### src/rtl/spi_eng_pkg.sv
package spi_eng_pkg;

  localparam logic [2:0] OP_REG_WR  = 3'd0;
  localparam logic [2:0] OP_REG_RD  = 3'd1;
  localparam logic [2:0] OP_FIFO_WR = 3'd2;
  localparam logic [2:0] OP_FIFO_RD = 3'd3;
  localparam logic [2:0] OP_REG_SET = 3'd4;

  typedef enum logic [1:0] {
    ST_IDLE,
    ST_LOAD,
    ST_SHIFT,
    ST_GAP
  } eng_state_e;

  function automatic logic [7:0] addr_byte(input logic [5:0] reg_no, input logic rd);
    return {rd, reg_no, 1'b0};
  endfunction

  function automatic logic op_known(input logic [2:0] op);
    return op <= OP_REG_SET;
  endfunction

  // number of registers in [first, last] that are not page registers
  function automatic int set_count(input int first, input int last);
    int n;
    n = 0;
    for (int a = first; a <= last; a++) begin
      if (a % 8 != 0) n++;
    end
    return n;
  endfunction

endpackage

### src/rtl/spi_bit_shifter.sv
module spi_bit_shifter #(
  parameter int HALF_DIV = 4
) (
  input  logic       clk,
  input  logic       rst_n,
  input  logic       start,
  input  logic [7:0] tx_byte,
  input  logic       miso,
  output logic       sclk,
  output logic       mosi,
  output logic       busy,
  output logic       done,
  output logic [7:0] rx_byte
);
  localparam int CW = (HALF_DIV > 1) ? $clog2(HALF_DIV) : 1;
  localparam logic [CW-1:0] CNT_LAST = CW'(HALF_DIV - 1);

  logic [CW-1:0] cnt;
  logic [2:0]    bitn;
  logic [7:0]    tx_q;
  logic [7:0]    rx_q;

  assign rx_byte = rx_q;

  always_ff @(posedge clk or negedge rst_n) begin
    if (!rst_n) begin
      busy <= 1'b0;
      done <= 1'b0;
      sclk <= 1'b0;
      mosi <= 1'b0;
      cnt  <= '0;
      bitn <= '0;
      tx_q <= '0;
      rx_q <= '0;
    end else begin
      done <= 1'b0;
      if (start && !busy) begin
        busy <= 1'b1;
        tx_q <= tx_byte;
        mosi <= tx_byte[7];
        sclk <= 1'b0;
        cnt  <= '0;
        bitn <= '0;
      end else if (busy) begin
        if (cnt == CNT_LAST) begin
          cnt <= '0;
          if (!sclk) begin
            sclk <= 1'b1;
            rx_q <= {rx_q[6:0], miso};
          end else begin
            sclk <= 1'b0;
            if (bitn == 3'd7) begin
              busy <= 1'b0;
              done <= 1'b1;
            end else begin
              bitn <= bitn + 3'd1;
              tx_q <= {tx_q[6:0], 1'b0};
              mosi <= tx_q[6];
            end
          end
        end else begin
          cnt <= cnt + CW'(1);
        end
      end
    end
  end

  AST_START_ONLY_IDLE: assert property (@(posedge clk) disable iff (!rst_n)
    start |-> !busy);
  AST_MOSI_HOLD_HIGH: assert property (@(posedge clk) disable iff (!rst_n)
    sclk |-> $stable(mosi));

endmodule

### src/rtl/spi_regset_walk.sv
module spi_regset_walk #(
  parameter logic [5:0] FIRST = 6'h10
) (
  input  logic       clk,
  input  logic       rst_n,
  input  logic       load,
  input  logic       step,
  output logic [5:0] addr
);
  function automatic logic [5:0] skip_page(input logic [5:0] a);
    return (a[2:0] == 3'd0) ? a + 6'd1 : a;
  endfunction

  always_ff @(posedge clk or negedge rst_n) begin
    if (!rst_n)    addr <= skip_page(FIRST);
    else if (load) addr <= skip_page(FIRST);
    else if (step) addr <= skip_page(addr + 6'd1);
  end

  AST_NO_PAGE_ADDR: assert property (@(posedge clk) disable iff (!rst_n)
    $past(step) |-> addr[2:0] != 3'd0);

endmodule

### src/rtl/spi_tx_select.sv
module spi_tx_select
  import spi_eng_pkg::*;
#(
  parameter int         IDX_W          = 8,
  parameter logic [5:0] FIFO_DATA_REG  = 6'h02,
  parameter logic [5:0] FIFO_LEVEL_REG = 6'h04
) (
  input  logic [2:0]       op,
  input  logic             phase,
  input  logic [IDX_W-1:0] idx,
  input  logic [IDX_W-1:0] last_idx,
  input  logic [5:0]       reg_no,
  input  logic [7:0]       wdata,
  input  logic [5:0]       set_addr,
  input  logic [7:0]       wr_data,
  output logic [7:0]       tx_byte,
  output logic             need_wr
);
  logic first;
  assign first = (idx == '0);

  always_comb begin
    tx_byte = 8'h00;
    need_wr = 1'b0;
    unique case (op)
      OP_REG_WR:  tx_byte = first ? addr_byte(reg_no, 1'b0) : wdata;
      OP_REG_RD:  tx_byte = first ? addr_byte(reg_no, 1'b1) : 8'h00;
      OP_FIFO_WR: begin
        need_wr = !first;
        tx_byte = first ? addr_byte(FIFO_DATA_REG, 1'b0) : wr_data;
      end
      OP_FIFO_RD: begin
        if (!phase)              tx_byte = first ? addr_byte(FIFO_LEVEL_REG, 1'b1) : 8'h00;
        else if (first)          tx_byte = addr_byte(FIFO_DATA_REG, 1'b1);
        else if (idx == last_idx) tx_byte = 8'h00;
        else                     tx_byte = addr_byte(FIFO_DATA_REG, 1'b0);
      end
      OP_REG_SET: begin
        need_wr = idx[0];
        tx_byte = idx[0] ? wr_data : addr_byte(set_addr, 1'b0);
      end
      default: tx_byte = 8'h00;
    endcase
  end

endmodule

### src/rtl/spi_reg_engine.sv
module spi_reg_engine
  import spi_eng_pkg::*;
#(
  parameter int         HALF_DIV       = 4,
  parameter int         LEN_W          = 7,
  parameter int         FIFO_MAX       = 64,
  parameter logic [5:0] FIFO_DATA_REG  = 6'h02,
  parameter logic [5:0] FIFO_LEVEL_REG = 6'h04,
  parameter logic [5:0] SET_FIRST      = 6'h10,
  parameter logic [5:0] SET_LAST       = 6'h3F
) (
  input  logic             clk,
  input  logic             rst_n,
  input  logic             req_valid,
  output logic             req_ready,
  input  logic [2:0]       req_op,
  input  logic [5:0]       req_addr,
  input  logic [7:0]       req_wdata,
  input  logic [LEN_W-1:0] req_len,
  input  logic             wr_valid,
  output logic             wr_ready,
  input  logic [7:0]       wr_data,
  output logic             rd_valid,
  output logic [7:0]       rd_data,
  output logic             done,
  output logic             spi_sclk,
  output logic             spi_mosi,
  output logic             spi_cs_n,
  input  logic             spi_miso
);
  localparam int IDX_W   = LEN_W + 1;
  localparam int SET_CNT = set_count(int'(SET_FIRST), int'(SET_LAST));
  localparam int GAP_CYC = 2 * HALF_DIV;
  localparam int GAP_W   = $clog2(GAP_CYC + 1);

  eng_state_e       state;
  logic [2:0]       op_q;
  logic [5:0]       addr_q;
  logic [7:0]       wdata_q;
  logic [LEN_W-1:0] len_q;
  logic [IDX_W-1:0] idx, last_idx, rd_n_q;
  logic             phase, more_q;
  logic [GAP_W-1:0] gap_cnt;
  logic             rd_valid_q, done_q;
  logic [7:0]       rd_data_q;

  logic       sh_start, sh_busy, sh_done;
  logic [7:0] sh_rx, tx_byte;
  logic       need_wr, go;
  logic [5:0] set_addr;
  logic [IDX_W-1:0] fw_last, lvl_n;
  logic       last_byte;

  assign req_ready = (state == ST_IDLE);
  assign spi_cs_n  = (state == ST_IDLE) || (state == ST_GAP);
  assign go        = (state == ST_LOAD) && (!need_wr || wr_valid);
  assign wr_ready  = (state == ST_LOAD) && need_wr;
  assign sh_start  = go;
  assign rd_valid  = rd_valid_q;
  assign rd_data   = rd_data_q;
  assign done      = done_q;
  assign last_byte = (idx == last_idx);

  always_comb begin
    fw_last = (int'(req_len) > FIFO_MAX) ? IDX_W'(FIFO_MAX) : IDX_W'(req_len);
    lvl_n   = (int'(sh_rx) > int'(len_q)) ? IDX_W'(len_q) : IDX_W'(sh_rx);
  end

  spi_bit_shifter #(.HALF_DIV(HALF_DIV)) u_shift (
    .clk(clk), .rst_n(rst_n), .start(sh_start), .tx_byte(tx_byte),
    .miso(spi_miso), .sclk(spi_sclk), .mosi(spi_mosi),
    .busy(sh_busy), .done(sh_done), .rx_byte(sh_rx)
  );

  spi_regset_walk #(.FIRST(SET_FIRST)) u_walk (
    .clk(clk), .rst_n(rst_n),
    .load((state == ST_IDLE) && req_valid),
    .step((state == ST_SHIFT) && sh_done && (op_q == OP_REG_SET) && idx[0]),
    .addr(set_addr)
  );

  spi_tx_select #(
    .IDX_W(IDX_W), .FIFO_DATA_REG(FIFO_DATA_REG), .FIFO_LEVEL_REG(FIFO_LEVEL_REG)
  ) u_sel (
    .op(op_q), .phase(phase), .idx(idx), .last_idx(last_idx),
    .reg_no(addr_q), .wdata(wdata_q), .set_addr(set_addr), .wr_data(wr_data),
    .tx_byte(tx_byte), .need_wr(need_wr)
  );

  always_ff @(posedge clk or negedge rst_n) begin
    if (!rst_n) begin
      state      <= ST_IDLE;
      op_q       <= '0;
      addr_q     <= '0;
      wdata_q    <= '0;
      len_q      <= '0;
      idx        <= '0;
      last_idx   <= '0;
      rd_n_q     <= '0;
      phase      <= 1'b0;
      more_q     <= 1'b0;
      gap_cnt    <= '0;
      rd_valid_q <= 1'b0;
      rd_data_q  <= '0;
      done_q     <= 1'b0;
    end else begin
      rd_valid_q <= 1'b0;
      done_q     <= 1'b0;
      unique case (state)
        ST_IDLE: if (req_valid) begin
          op_q    <= req_op;
          addr_q  <= req_addr;
          wdata_q <= req_wdata;
          len_q   <= req_len;
          idx     <= '0;
          phase   <= 1'b0;
          more_q  <= 1'b0;
          if (!op_known(req_op)) begin
            done_q <= 1'b1;
          end else begin
            state <= ST_LOAD;
            unique case (req_op)
              OP_FIFO_WR: last_idx <= fw_last;
              OP_REG_SET: last_idx <= IDX_W'(2 * SET_CNT - 1);
              default:    last_idx <= IDX_W'(1);
            endcase
          end
        end
        ST_LOAD: if (go) state <= ST_SHIFT;
        ST_SHIFT: if (sh_done) begin
          if ((op_q == OP_REG_RD && idx == IDX_W'(1)) ||
              (op_q == OP_FIFO_RD && phase && idx != '0)) begin
            rd_valid_q <= 1'b1;
            rd_data_q  <= sh_rx;
          end
          if (op_q == OP_FIFO_RD && !phase && idx == IDX_W'(1)) rd_n_q <= lvl_n;
          if (last_byte) begin
            state   <= ST_GAP;
            gap_cnt <= '0;
            if (op_q == OP_FIFO_RD && !phase && lvl_n != '0) more_q <= 1'b1;
            else                                            done_q <= 1'b1;
          end else begin
            idx   <= idx + IDX_W'(1);
            state <= ST_LOAD;
          end
        end
        ST_GAP: begin
          if (gap_cnt == GAP_W'(GAP_CYC - 1)) begin
            if (more_q) begin
              more_q   <= 1'b0;
              phase    <= 1'b1;
              idx      <= '0;
              last_idx <= rd_n_q;
              state    <= ST_LOAD;
            end else begin
              state <= ST_IDLE;
            end
          end else begin
            gap_cnt <= gap_cnt + GAP_W'(1);
          end
        end
        default: state <= ST_IDLE;
      endcase
    end
  end

  // cycles chip select has been high, saturating; used only by the checks below
  logic [GAP_W-1:0] cs_hi_cnt;
  always_ff @(posedge clk or negedge rst_n) begin
    if (!rst_n)                                  cs_hi_cnt <= GAP_W'(GAP_CYC);
    else if (!spi_cs_n)                          cs_hi_cnt <= '0;
    else if (cs_hi_cnt != GAP_W'(GAP_CYC))       cs_hi_cnt <= cs_hi_cnt + GAP_W'(1);
  end

  AST_CS_GAP_MIN: assert property (@(posedge clk) disable iff (!rst_n)
    $fell(spi_cs_n) |-> cs_hi_cnt == GAP_W'(GAP_CYC));
  AST_CS_LOW_IN_BYTE: assert property (@(posedge clk) disable iff (!rst_n)
    sh_busy |-> !spi_cs_n);
  AST_SCLK_IDLE_LOW: assert property (@(posedge clk) disable iff (!rst_n)
    spi_cs_n |-> !spi_sclk);
  AST_WR_READY_BETWEEN_BYTES: assert property (@(posedge clk) disable iff (!rst_n)
    wr_ready |-> (!spi_cs_n && !sh_busy));
  AST_NO_TAKE_IN_FRAME: assert property (@(posedge clk) disable iff (!rst_n)
    sh_busy |-> !req_ready);
  AST_READ_DONE_DATA: assert property (@(posedge clk) disable iff (!rst_n)
    (done && op_q == OP_REG_RD) |-> rd_valid);

endmodule

### config.mk
export PLATFORM = sky130hd
export DESIGN_NAME = spi_reg_engine
export DESIGN_NICKNAME = d
export VERILOG_FILES = /design/src/rtl/spi_eng_pkg.sv /design/src/rtl/spi_bit_shifter.sv /design/src/rtl/spi_regset_walk.sv /design/src/rtl/spi_tx_select.sv /design/src/rtl/spi_reg_engine.sv
export SDC_FILE = /design/constraint.sdc
export NUM_CORES = 1
export LEC_CHECK = 0
export CAP_MARGIN = 15
export CORE_MARGIN = 4
export CORE_UTILIZATION = 50
export CTS_CLUSTER_DIAMETER = 100
export DETAILED_ROUTE_END_ITERATION = 12
export HOLD_SLACK_MARGIN = 0.06
export PLACE_DENSITY = 0.73
export SKIP_LAST_GASP = 1
export SLEW_MARGIN = 15
export SYNTH_ARGS = -nofsm -noshare
export SYNTH_HDL_FRONTEND = slang
export SYNTH_SLANG_ARGS = --single-unit
### constraint.sdc
create_clock -name clk -period 3 [get_ports clk]
set_clock_uncertainty 0.15 [all_clocks]
set_input_delay 0.75 -clock clk [delete_from_list [all_inputs] [get_ports clk]]
set_output_delay 0.75 -clock clk [all_outputs]
set_load 0.03 [all_outputs]
Word level (Yosys, flattened, before mapping). Cells that the tools add are included.

Add/subtract/negate cells: 6. Multipliers: 0. Divide/modulo/power cells: 0. $lt $le $gt $ge: 3. Eq/ne operators: 25. Shift operators: 0. Mux-type cells: 89. Bitwise gates (word level): 2. Reduce and logical (&&, ||, !) cells: 45.

Operators with widths (number): 8-bit 2-to-1 mux (17); 7-bit 2-to-1 mux (6); 8-bit case mux with 5 select lines (1); 1-bit 2-to-1 mux (35); 8-bit case mux with 3 select lines (1); 2-bit 2-to-1 mux (9); 3-bit 2-to-1 mux (6); 6-bit 2-to-1 mux (3); 8-bit case mux with 2 select lines (1); 4-bit AND reduction (4); 8-bit nonzero test (2); 7-bit case mux with 2 select lines (1); 1-bit logical AND (13); 6-bit by 1-bit adder with 6-bit output, second input constant (2); 4-bit 2-to-1 mux (3); 2-bit by 1-bit inequality test with 1-bit output, second input constant (6); 6-bit AND reduction (2); 2-bit nonzero test (6); 2-bit inequality test, second input constant (5); 5-bit AND reduction (2); 3-bit by 2-bit equality test with 1-bit output, second input constant (3); 3-bit equality test, second input constant (3); 8-bit by 1-bit adder with 8-bit output, second input constant (1); 8-bit by 1-bit equality test with 1-bit output, second input constant (1); other kinds (24) (37).

Register bits: 96. Latch bits: 0. Bits in writable memories: 0. ROM bits: 0. Output and inout bits: 15. Word-level logic and storage cells: 193. Memories kept: 0.

Longest topological paths before layout.
Depth after elaboration: 9. Gate-level depth with buffers: 10. Depth with buffers taken out: 8.

Modules after synthesis. A second synthesis with hierarchy kept.

Cell total of the unflattened synthesis: 539. Area total of the unflattened synthesis: 5582.9 sq um.

Modules (own cells, without submodules): spi_reg_engine (times used 1, cells an instance 354, area each 3632.2 sq um); spi_bit_shifter (times used 1, cells an instance 81, area each 1038.5 sq um); spi_tx_select (times used 1, cells an instance 58, area each 467.9 sq um); spi_regset_walk (times used 1, cells an instance 46, area each 444.2 sq um).

Worst setup path after synthesis. No wires, ideal clock.

Path kind: reg2out. From: register idx[0]. To: output port wr_ready. Data arrival time: 1.742 ns. Data required time: 2.100 ns. Slack: 0.358 ns. Stages on the path, launching flop included: 7. Cells stage by stage: dfrtp_1 > inv_1 > ha_1 > and3_1 > buf_4 > o31ai_2 > and2_1.

Longest elaborated chain between the ends: 4.

RTL lines: start, declared (RTL line spi_reg_engine.sv:41) `logic [IDX_W-1:0] idx, last_idx, rd_n_q;`; start signal, assigned (RTL line spi_reg_engine.sv:143) `idx <= idx + IDX_W'(1);`; 8-bit logical NOT (RTL line spi_tx_select.sv:20) `assign first = (idx == '0);`; 1-bit logical NOT (RTL line spi_tx_select.sv:29) `need_wr = !first;`; 1-bit case mux with 2 select lines (*) (RTL line spi_tx_select.sv:25) `unique case (op)`; 1-bit logical AND (*) (RTL line spi_reg_engine.sv:57) `assign wr_ready = (state == ST_LOAD) && need_wr;`; end, declared (RTL line spi_reg_engine.sv:21) `output logic wr_ready,`.

Mark *: on every way between the ends. The rest lies on a longest branch, timed or not.

Final worst setup path.
From: register idx[3]. To: output port wr_ready.

Longest elaborated chain between the ends: 4.

RTL lines (RTL line): 8-bit logical NOT (spi_tx_select.sv:20); 1-bit logical NOT (spi_tx_select.sv:29); 1-bit case mux with 2 select lines (spi_tx_select.sv:25); 1-bit logical AND (spi_reg_engine.sv:57).

No other way between the ends.

==> load_flow_metrics.sql <==
INSERT INTO impl_metrics (metric_group, metric, value, unit) VALUES
('yosys', 'ys_seq_elements', '96', ''),
('yosys', 'yosys.cell_count.top_type', 'dfrtp_1', ''),
('die', 'design.core.area', '0.0102', 'sq mm'),
('cells_and_area', 'diodes', '0', ''),
('routing', 'drt-pass1-iter-count', '6', ''),
('routing', 'wl_per_cell', '17.0', 'um'),
('clock_network', 'worst_setup_hold_path_clk_slew', '0.09', 'ns'),
('sta', 'final_worst_path_cycle_share', '94.7', '%'),
('cells_and_area', 'syn_to_final_growth', '17.7', '%'),
('grt', 'grtUsageTotal', '21.0', '%'),
('grt', 'sum_of_overflow_across_all_layers_after_global_routing', '0', ''),
('yosys', 'async_reset_ff_share', '100', '%'),
('die', 'die_area', '0.0121', 'sq mm'),
('power_and_ir_drop', 'power.switching', '0.529', 'mW'),
('sta', 'finalSetupViolCount', '0', ''),
('yosys', 'yosys_warnings', '0', ''),
('clock_network', 'clk_root_buf', 'clkbuf_8', ''),
('grt', 'grt_start_max_net_pins', '42', ''),
('worst_setup_path', 'cp_data_required_time', '2.10', 'ns'),
('die', 'floorplan.initialDensity', '50.9', '%'),
('sta', 'unrepaired_setup_endpoints_after_global_routing', 'no', ''),
('yosys', 'synth.cells.most_frequent', 'dfrtp_1, nand2_1, mux2_2', ''),
('clock_network', 'clockBufferDepth', '2', ''),
('power_and_ir_drop', 'power_per_cell_area', '370', 'mW/mm^2'),
('sta', 'least_setup_slack_across_all_paths_after_layout', '0.160', 'ns'),
('yosys', 'synthDominantCellAreaShare', '45.1', '%'),
('die', 'placementRows', '37', ''),
('die', 'die-width', '110', 'um'),
('clock_network', 'tritoncts', 'done', ''),
('worst_setup_path', 'timing_worst_setup_path_type', 'flip-flop to output port', ''),
('sta', 'fin_crit', '2.84', 'ns'),
('yosys', 'post_synthesis_area_per_instance', '10.2', 'sq um'),
('sta', 'tightestPinTransition', '0.649', 'ns'),
('grt', 'grt_antenna_before_repair', '0', ''),
('sta', 'clock.fmax', '352', 'MHz'),
('yosys', 'synth.net_count', '569', ''),
('worst_setup_path', 'worst_setup_start_kind', 'flip-flop', ''),
('clock_network', 'tritoncts.num_buffers', '9', ''),
('yosys', 'synth_cell_type_count', '56', ''),
('power_and_ir_drop', 'static-leakage-power', '2.84', 'nW'),
('grt', 'global_routing_s_busiest_layer', 'met2', ''),
('routing', 'final_antenna_net_count', '0', ''),
('worst_setup_path', 'rr_endpoint', 'idx[2]$_DFFE_PN0P_', ''),
('worst_setup_path', 'r2r_start', 'state[0]$_DFFE_PN0P_', ''),
('worst_setup_path', 'type_of_element_capturing_the_critical_path', 'output port', ''),
('placed_design', 'port_buffers', '51', ''),
('clock_network', 'clock_sink_count', '96', ''),
('grt', 'grt.met3_usage', '4.08', '%'),
('power_and_ir_drop', 'power_switching_share', '23.3', '%'),
('placed_design', 'finalWeightedCongestion', '0.940', ''),
('die', 'die_h', '110', 'um'),
('grt', 'grt_first_pass_wirelength', '19800', 'um'),
('worst_setup_path', 'critical_path.max_fanout', '7', ''),
('worst_hold_path', 'hold_path_class', 'input port to async pin', ''),
('yosys', 'netlist_top_cells_area', 'dfrtp_1, mux2_2, ha_1, mux2i_1, nand2_1', ''),
('status', 'status', 'completed', ''),
('power_and_ir_drop', 'power.share.combinational', '4.8', '%'),
('power_and_ir_drop', 'intPower', '1.74', 'mW'),
('worst_setup_path', 'timing.reg2reg.setup_slack', '0.34', 'ns'),
('power_and_ir_drop', 'vdd_drop_max', '0.000200', 'V'),
('routing', 'finalWirelength', '12000', 'um'),
('power_and_ir_drop', 'p_seq_share', '57.1', '%'),
('yosys', 'synth.cell_area', '0.00521', 'sq mm'),
('cells_and_area', 'drive_above_1_share', '14.8', '%'),
('sta', 'maxSlewViolCount', '0', ''),
('routing', 'detail_route.vias_per_cell', '5.82', ''),
('yosys', 'synth_top_area_cell', 'dfrtp_1', ''),
('clock_network', 'clkLatencyLatePin', '0.37', 'ns'),
('yosys', 'postSynthCellCount', '510', ''),
('yosys', 'synth_edf_count', '0', ''),
('sta', 'report.final.hold_viol_count', '0', '');
-- cells in the final DEF (no fill, tap or decap), types with 5 or more instances in the layout --
| cell type | instances |
|---|---|
| xor2_1 | 11 |
| nand4_1 | 5 |
| inv_1 | 23 |
| mux2_2 | 40 |
| dfrtp_1 | 94 |
| a221oi_1 | 5 |
| nand3_1 | 18 |
| nor4_1 | 5 |
| mux2i_1 | 25 |
| buf_4 | 17 |
| a21oi_1 | 27 |
| clkdlybuf4s50_1 | 47 |
| clkbuf_8 | 9 |
| nor2_1 | 35 |
| nand3b_1 | 5 |
| ha_1 | 22 |
| or3_1 | 5 |
| nor2b_1 | 7 |
| nand2b_1 | 5 |
| nand2_1 | 55 |
| o21ai_0 | 27 |
-- metrics by stage --
stage          area [sq um]  util [%]  power [mW]  cells  hold slack (ns)
2_1_floorplan          5210         -        1.34    510            0.300
6_report               6130      60.0        2.27    709            0.220
3_5_place_dp           5930      58.0        1.43    693            0.320
5_1_grt                6130      60.0        2.35    709            0.253
4_1_cts                6130      59.9        2.29    709            0.232
3_3_place_gp           5930      58.0        1.43    693            0.312
-- worst max path at each step --
| stage | from | end | depth (start not counted) |
|---|---|---|---|
| after floorplan | idx[0]$_DFFE_PN0P_ | wr_ready | 6 |
| after global placement | req_op[1] | last_idx[4]$_DFFE_PN0P_ | 8 |
| after detailed placement | req_valid | idx[2]$_DFFE_PN0P_ | 6 |
| after CTS | state[0]$_DFFE_PN0P_ | spi_cs_n | 4 |
| after global routing | idx[3]$_DFFE_PN0P_ | wr_ready | 5 |
| final | idx[3]$_DFFE_PN0P_ | wr_ready | 5 |
-- repair_timing --
item,in CTS,in global routing
buffers inserted,0,0
hold buffers,0,0
endpoints found under the setup margin,0,3
gates resized for setup,0,3
-- power groups by stage --
stage / clock network [mW] / logic [mW] / registers, mW
after floorplan: 0 / 0.0182 / 1.32
after global placement: 0 / 0.109 / 1.32
after detailed placement: 0 / 0.110 / 1.32
after CTS: 0.882 / 0.111 / 1.29
after global routing: 0.934 / 0.119 / 1.29
final: 0.866 / 0.108 / 1.29
-- flip-flops by register name, summed over array words and instances (netlist names), 7 cells and up --
signal / count
idx: 8
last_idx: 8
rd_data: 8
rd_n_q: 8
u_shift.rx_byte: 8
wdata_q: 8
len_q: 7
u_shift.tx_q: 7
-- worst max-delay path, cell delays in order, from the launching register on --
cell	delay, ns
dfrtp_1	0.49
nor4_4	0.37
and3_1	0.26
o31ai_2	0.09
and2_1	0.19
buf_4	0.17
-- metal layers --
layer / routed length (um) / share of wire, %
met4: 241 / 2.0
met2: 5800 / 48
met1: 5340 / 44
met5: 0 / 0
met3: 667 / 5.5
-- logic make-up after synthesis --
logic type | share of synthesized area, %
and+or+nand+nor | 16.4
AOI/OAI and AO/OA | 13.2
DFF | 46.1
muxes | 13.4
buffers and inverters | 3.34
adders and majority gates | 5.28
xor gates and xnor gates | 2.18
-- area by class of cell --
| cell class | count | area [sq um] |
|---|---|---|
| flip-flops and latches | 96 | 2400 |
| repair buffers | 67 | 643 |
| clock inverters | 6 | 67.6 |
| inverters | 23 | 86.3 |
| fillers | 862 | 4100 |
| well taps | 136 | 170 |
| clock buffers | 10 | 128 |
| multi-input cells | 371 | 2640 |
Note: power is estimated with default switching activity, not from simulation.
